<file path="src/rtl/cap_timer_pkg.sv">
package cap_timer_pkg;
  typedef enum logic [1:0] {
    MODE_TIMER  = 2'b00,
    MODE_PERIOD = 2'b01,
    MODE_EVENT  = 2'b10,
    MODE_WIDTH  = 2'b11
  } tmr_mode_e;

  typedef enum logic [1:0] {
    SRC_DIV_SLOW = 2'b00,
    SRC_DIV_FAST = 2'b01,
    SRC_OSC      = 2'b10,
    SRC_OFF      = 2'b11
  } tmr_src_e;

  localparam int unsigned MODE_BITS = 4;
  localparam int unsigned SRC_BITS  = 2;
endpackage

</file>
<file path="src/rtl/cap_timer_sync.sv">
module cap_timer_sync #(
  parameter int unsigned STAGES = 2
) (
  input  logic clk_i,
  input  logic rst_ni,
  input  logic pin_i,
  output logic rise_o,
  output logic fall_o
);
  logic [STAGES-1:0] sh_q;
  logic              prev_q;

  for (genvar i = 0; i < STAGES; i++) begin : g_stage
    if (i == 0) begin : g_first
      always_ff @(posedge clk_i or negedge rst_ni)
        if (!rst_ni) sh_q[0] <= 1'b0;
        else         sh_q[0] <= pin_i;
    end else begin : g_next
      always_ff @(posedge clk_i or negedge rst_ni)
        if (!rst_ni) sh_q[i] <= 1'b0;
        else         sh_q[i] <= sh_q[i-1];
    end
  end

  always_ff @(posedge clk_i or negedge rst_ni)
    if (!rst_ni) prev_q <= 1'b0;
    else         prev_q <= sh_q[STAGES-1];

  assign rise_o = sh_q[STAGES-1] & ~prev_q;
  assign fall_o = ~sh_q[STAGES-1] & prev_q;
endmodule

</file>
<file path="src/rtl/cap_timer_presc.sv">
module cap_timer_presc
  import cap_timer_pkg::*;
#(
  parameter int unsigned DIV_SLOW = 16,
  parameter int unsigned DIV_FAST = 2
) (
  input  logic     clk_i,
  input  logic     rst_ni,
  input  tmr_src_e src_i,
  input  logic     osc_en_i,
  output logic     tick_o
);
  localparam int unsigned PW = $clog2(DIV_SLOW);
  localparam int unsigned FW = $clog2(DIV_FAST);

  logic [PW-1:0] presc_q;
  logic          slow_tick, fast_tick;

  always_ff @(posedge clk_i or negedge rst_ni)
    if (!rst_ni) presc_q <= '0;
    else         presc_q <= presc_q + 1'b1;

  assign slow_tick = (presc_q == PW'(DIV_SLOW - 1));
  assign fast_tick = &presc_q[FW-1:0];

  always_comb begin
    unique case (src_i)
      SRC_DIV_SLOW: tick_o = slow_tick;
      SRC_DIV_FAST: tick_o = fast_tick;
      SRC_OSC:      tick_o = osc_en_i;
      default:      tick_o = 1'b0;
    endcase
  end
endmodule

</file>
<file path="src/rtl/cap_timer.sv">
module cap_timer
  import cap_timer_pkg::*;
#(
  parameter int unsigned CNT_W       = 8,
  parameter int unsigned SYNC_STAGES = 2,
  parameter int unsigned DIV_SLOW    = 16,
  parameter int unsigned DIV_FAST    = 2
) (
  input  logic             clk_i,
  input  logic             rst_ni,
  input  logic             osc_en_i,
  input  logic [CNT_W-1:0] wdata_i,
  input  logic             wr_mode_i,
  input  logic             wr_src_i,
  input  logic             wr_cnt_i,
  input  logic             rd_cnt_i,
  input  logic             clr_tmr_irq_i,
  input  logic             clr_pin_irq_i,
  input  logic             pin_i,
  output logic [CNT_W-1:0] mode_o,
  output logic [CNT_W-1:0] src_o,
  output logic [CNT_W-1:0] cnt_o,
  output logic             tmr_irq_o,
  output logic             pin_irq_o
);
  logic [MODE_BITS-1:0] mode_q;
  logic [SRC_BITS-1:0]  src_q;
  logic [CNT_W-1:0]     latch_q, cnt_q, cap_q;
  logic                 cap_full_q, tmr_irq_q, pin_irq_q;
  logic                 rise, fall, src_tick;
  logic                 run, edge_sel, sel_edge, step, trig, pin_evt;
  tmr_mode_e            mode;
  logic                 unused_wdata;

  assign unused_wdata = ^wdata_i[CNT_W-1:MODE_BITS];

  cap_timer_sync #(.STAGES(SYNC_STAGES)) u_sync (
    .clk_i (clk_i),
    .rst_ni(rst_ni),
    .pin_i (pin_i),
    .rise_o(rise),
    .fall_o(fall)
  );

  cap_timer_presc #(.DIV_SLOW(DIV_SLOW), .DIV_FAST(DIV_FAST)) u_presc (
    .clk_i   (clk_i),
    .rst_ni  (rst_ni),
    .src_i   (tmr_src_e'(src_q)),
    .osc_en_i(osc_en_i),
    .tick_o  (src_tick)
  );

  assign mode     = tmr_mode_e'(mode_q[1:0]);
  assign edge_sel = mode_q[2];
  assign run      = ~mode_q[3];
  // edge_sel=0: rising for counting, falling for period/interrupt
  assign sel_edge = edge_sel ? rise : fall;

  always_comb begin
    step    = 1'b0;
    trig    = 1'b0;
    pin_evt = sel_edge;
    unique case (mode)
      MODE_TIMER:  step = run & src_tick;
      MODE_EVENT:  step = run & (edge_sel ? fall : rise);
      MODE_PERIOD: begin
        step = run & src_tick;
        trig = run & sel_edge;
      end
      default: begin
        step    = run & src_tick;
        trig    = run & (rise | fall);
        pin_evt = rise | fall;
      end
    endcase
  end

  always_ff @(posedge clk_i or negedge rst_ni) begin
    if (!rst_ni) begin
      mode_q <= '0;
      src_q  <= '0;
    end else begin
      if (wr_mode_i) mode_q <= wdata_i[MODE_BITS-1:0];
      if (wr_src_i)  src_q  <= wdata_i[SRC_BITS-1:0];
    end
  end

  always_ff @(posedge clk_i or negedge rst_ni) begin
    if (!rst_ni) begin
      latch_q <= '1;
      cnt_q   <= '1;
    end else begin
      if (wr_cnt_i) latch_q <= wdata_i;
      if (wr_cnt_i && !run)  cnt_q <= wdata_i;
      else if (trig)         cnt_q <= latch_q;
      else if (step)         cnt_q <= (cnt_q == '0) ? latch_q : cnt_q - 1'b1;
    end
  end

  always_ff @(posedge clk_i or negedge rst_ni) begin
    if (!rst_ni) begin
      cap_q      <= '0;
      cap_full_q <= 1'b0;
    end else if (trig && !cap_full_q) begin
      cap_q      <= cnt_q;
      cap_full_q <= 1'b1;
    end else if (rd_cnt_i) begin
      cap_full_q <= 1'b0;
    end
  end

  always_ff @(posedge clk_i or negedge rst_ni) begin
    if (!rst_ni) begin
      tmr_irq_q <= 1'b0;
      pin_irq_q <= 1'b0;
    end else begin
      if (step && !trig && cnt_q == '0) tmr_irq_q <= 1'b1;
      else if (clr_tmr_irq_i)           tmr_irq_q <= 1'b0;
      if (pin_evt)            pin_irq_q <= 1'b1;
      else if (clr_pin_irq_i) pin_irq_q <= 1'b0;
    end
  end

  assign mode_o    = CNT_W'(mode_q);
  assign src_o     = CNT_W'(src_q);
  assign cnt_o     = cap_full_q ? cap_q : cnt_q;
  assign tmr_irq_o = tmr_irq_q;
  assign pin_irq_o = pin_irq_q;


  stop_hold_chk: assert property (@(posedge clk_i) disable iff (!rst_ni)
    (!run && !wr_cnt_i) |=> $stable(cnt_q));


  underflow_reload_chk: assert property (@(posedge clk_i) disable iff (!rst_ni)
    (step && !trig && cnt_q == '0 && !wr_cnt_i) |=> (cnt_q == $past(latch_q) && tmr_irq_o));


  cap_hold_chk: assert property (@(posedge clk_i) disable iff (!rst_ni)
    (cap_full_q && !rd_cnt_i) |=> ($stable(cap_q) && cap_full_q));


  width_both_edges_chk: assert property (@(posedge clk_i) disable iff (!rst_ni)
    (mode == MODE_WIDTH && (rise || fall)) |=> pin_irq_o);


  trig_restart_chk: assert property (@(posedge clk_i) disable iff (!rst_ni)
    (trig && !(wr_cnt_i && !run)) |=> cnt_q == $past(latch_q));
endmodule

</file>
<file path="config.mk">
export PLATFORM = sky130hd
export DESIGN_NAME = cap_timer
export DESIGN_NICKNAME = d
export VERILOG_FILES = /design/src/rtl/cap_timer_pkg.sv /design/src/rtl/cap_timer_sync.sv /design/src/rtl/cap_timer_presc.sv /design/src/rtl/cap_timer.sv
export SDC_FILE = /design/constraint.sdc
export NUM_CORES = 1
export LEC_CHECK = 0
export BUFFER_PORTS_ARGS = -buffer_cell sky130_fd_sc_hd__buf_2
export CAP_MARGIN = 20
export CORE_UTILIZATION = 40
export CTS_CLUSTER_SIZE = 20
export DETAILED_ROUTE_END_ITERATION = 7
export PLACE_DENSITY = 0.59
export SLEW_MARGIN = 30
export SYNTH_ARGS = -nofsm -noshare
export SYNTH_HDL_FRONTEND = slang
export SYNTH_SLANG_ARGS = --single-unit
</file>
<file path="constraint.sdc">
create_clock -name clk_i -period 4.4 [get_ports clk_i]
set_clock_uncertainty 0.1 [all_clocks]
set_input_delay 0.22 -clock clk_i [delete_from_list [all_inputs] [get_ports clk_i]]
set_output_delay 0.22 -clock clk_i [all_outputs]
set_load 0.02 [all_outputs]
</file>
==> impl_metrics.ini <==
[clock_network]
cts_max_level = 2
clkLatencyLatePin_ns = 0.30
ctsResizeCount = 0
clock_sinks = 40
cts-root-buf = clkbuf_8
cts_tree = built
clock_path_buffers = 2
path_clk_slew_ns = 0.08
numCtsBuffers = 5

[timing]
hold_viol = 0
setup_viol = 0
fin_crit_sh_pct = 56.94
fin_crit_ns = 2.505
slew_headroom_pct = 50.80
maxSlewViolCount = 0
fmax_ghz = 0.3991
fin_ws_ns = 1.895
tightest_slew_ns = 0.7372
rsz0062_at_grt = no
setup_tns_ns = 0

[global_route]
grt_max_degree = 41
grt_pass1_vias = 1575
grt_pass1_wl_microns = 7500
antenna_found_initial = 0
grt-ovfl-total = 0
grt_use_total_pct = 17.84

[floorplanning]
start_util_pct = 42.16
die_w_microns = 75.84
row_count = 26
dieArea_sq_um = 5752
die_y_microns = 75.84
coreArea_sq_um = 5172
io_pins = 44

[yosys]
synth_fa_ha_area_share_pct = 2.869
yosysMostFrequentCell = mux2_2
synth_mux_area_share_pct = 13.83
synth_top_family_by_area = compound AO/OA/AOI/OAI gates
synthTopCellsByArea = dfrtp_1 (28%), dfstp_2 (19%), mux2_2 (13%), buf_4 (4.5%), nand2_1 (3.4%)
syn_inst = 204
synth_cell_types = 47
synth_top_cell_area_share_pct = 27.54
synth_common_cells = mux2_2 (25), dfrtp_1 (24), nand2_1 (20), dfstp_2 (16), nor2_1 (14)
synth_ff_type = dfrtp_1
synth_edf_count = 0
synth-seq-cells = 40
postSynthAreaPerCell_sq_um = 10.69
ys_warn_count = 0
synth.cell_area_sq_um = 2181
synth_top_area_cell = dfrtp_1
synth-simple-area-share_pct = 12.39
synth-async-reset-ratio_pct = 100.0
synth_compound_area_share_pct = 15.26
yosysSeqAreaShare_pct = 46.82
synth_xor_area_share_pct = 0.8032

[worst_setup_path]
worst-path-max-fanout = 11
arrival_ns = 2.64
r2r_start = u_sync.sh_q[1]
critPathMaxStageDelay_ns = 0.59
cpMaxStageDelayCell = nor2_1
crit_required_ns = 4.54
crit_chain = ha_1 > mux2_2 > o2111a_1 > nor2_1 > and2_1 > o32a_1
rrSetupSlack_ns = 1.89
cp-end-kind = flop
crit_type = reg -> reg
startpoint_type = flop
reg2regPathDepth = 6
reg2reg_to = cnt_q[7]

[pwr]
ir_drop_mv = 0.2040
p_leak_nw = 1.124
power.density_nw_per_um2 = 537.8

[route]
ant_nets = 0
wirelength_microns = 4480
drc_errors = 0
num_vias = 1611
wl_per_cell_microns = 14.50
via_per_inst = 5.214
drtPass1Iterations = 4
drt_iter0_drc = 93

[layout]
final_layout_size_suffix_gt1_share_pct = 37.24
fin_area_sq_um = 2506
n_antenna_cell = 0
syn2layout_area_growth_pct = 14.92
fin_nets = 261
fill_cells = 500

[run]
drv_cap = 0

[placed_design]
io_buffers = 33
gp_routability_congestion = 0.8493
placed_area_sq_um = 2337
dp_hpwl_microns = 3185
pre_cts_ws_ns = 1.951

[min_path]
worst_hold_path_type = in -> reg
min_from = wr_src_i
min_to = src_q[1]
holdPathStages = 2

[status]
status = complete, no violations
[logic make-up after synthesis]
| family | count (synthesis) |
|---|---|
| AND/OR/NAND/NOR | 56 |
| XOR/XNOR | 2 |
| multiplexers | 27 |
| AO/OA/AOI/OAI | 43 |
| adder cells (fa/ha/maj) | 5 |
| buffers and inverters | 30 |
| flip-flops | 40 |
| other | 1 |
[metal layers]
layer	up-vias	global-route usage, %	share of wire, %
met5	-	0	0
met3	7	3.968	4.3
li1	783	-	-
met1	782	23.69	48
met2	39	28.71	47
met4	0	6.173	1.4
[repair_timing]
action                    CTS  global route
buffers inserted            0             0
hold endpoints to repair   27             0
hold buffers                4             0
[registers in the layout, summed over array words and instances (netlist names)]
register,flops
u_sync.prev_q,1
cnt_q,8
mode_q,4
cap_q,8
cap_full_q,1
latch_q,8
u_presc.presc_q,4
pin_irq_o,1
u_sync.sh_q,2
tmr_irq_o,1
src_q,2
[layout make-up]
cell class              count  area [sq um]  area share [%]
clock buffers               7         96.34           3.844
clock inverters             1         30.03           1.198
inverters                  11         41.29           1.648
multi-input cells         143          1022           40.79
flip-flops and latches     40          1021           40.74
well taps                  70         87.58           3.495
repair buffers             37         207.7           8.288
[cells in the final DEF, fill, tap and decap left out, types with 3 or more instances in the layout]
cell type / synthesis / routed
buf_2: 1 / 32
dlygate4sd3_1: 0 / 4
a21oi_1: 3 / 3
nand2_1: 20 / 20
nor3_1: 6 / 6
conb_1: 1 / 10
clkbuf_8: 0 / 7
mux2_2: 25 / 25
a2bb2oi_1: 6 / 6
o22a_1: 3 / 3
dfrtp_1: 24 / 24
inv_1: 11 / 11
ha_1: 5 / 5
o21ai_0: 10 / 10
dfstp_2: 16 / 16
and2_1: 3 / 3
nor2_1: 14 / 14
a211oi_1: 3 / 3
[per-stage QoR]
| step | util [%] | std cells | total power, mW | hold slack, ns |
|---|---|---|---|---|
| 4_1_cts | 48.40 | 309 | 1.363 | 0.01974 |
| 5_1_grt | 48.45 | 309 | 1.443 | 0.03870 |
| 3_3_place_gp | 45.19 | 297 | 1.025 | 0.2290 |
| 6_report | 48.45 | 309 | 1.348 | 0.02023 |
| 2_1_floorplan | - | 213 | 0.9034 | -0.1756 |
| 3_5_place_dp | 45.19 | 297 | 1.028 | 0.2297 |
[report_power, final]
part	total [mW]	internal [mW]	switching, mW	leakage (nW)
clock network	0.327	0.200	0.127	0.0645
registers	0.584	0.491	0.0931	0.460
logic	0.436	0.199	0.237	0.600
[worst max path at each step]
stage,slack (ns),to,startpoint
floorplan,2.25,cap_q[3],mode_q[2]
global placement,2.01,cnt_q[7],u_sync.sh_q[1]
detailed placement,1.95,cnt_q[7],u_sync.sh_q[1]
CTS,1.91,cnt_q[3],u_sync.sh_q[1]
global route,1.73,cnt_q[5],u_sync.prev_q
finish,1.89,cnt_q[7],u_sync.sh_q[1]
[critical path, delay by kind of cell, from the launching register on]
family / cells / cell delay [ns]
adders and majority gates: 1 / 0.20
DFF: 1 / 0.40
AOI/OAI and AO/OA: 2 / 0.54
muxes: 1 / 0.29
and+or+nand+nor: 2 / 0.91
Note: power is estimated with default switching activity, not from simulation.
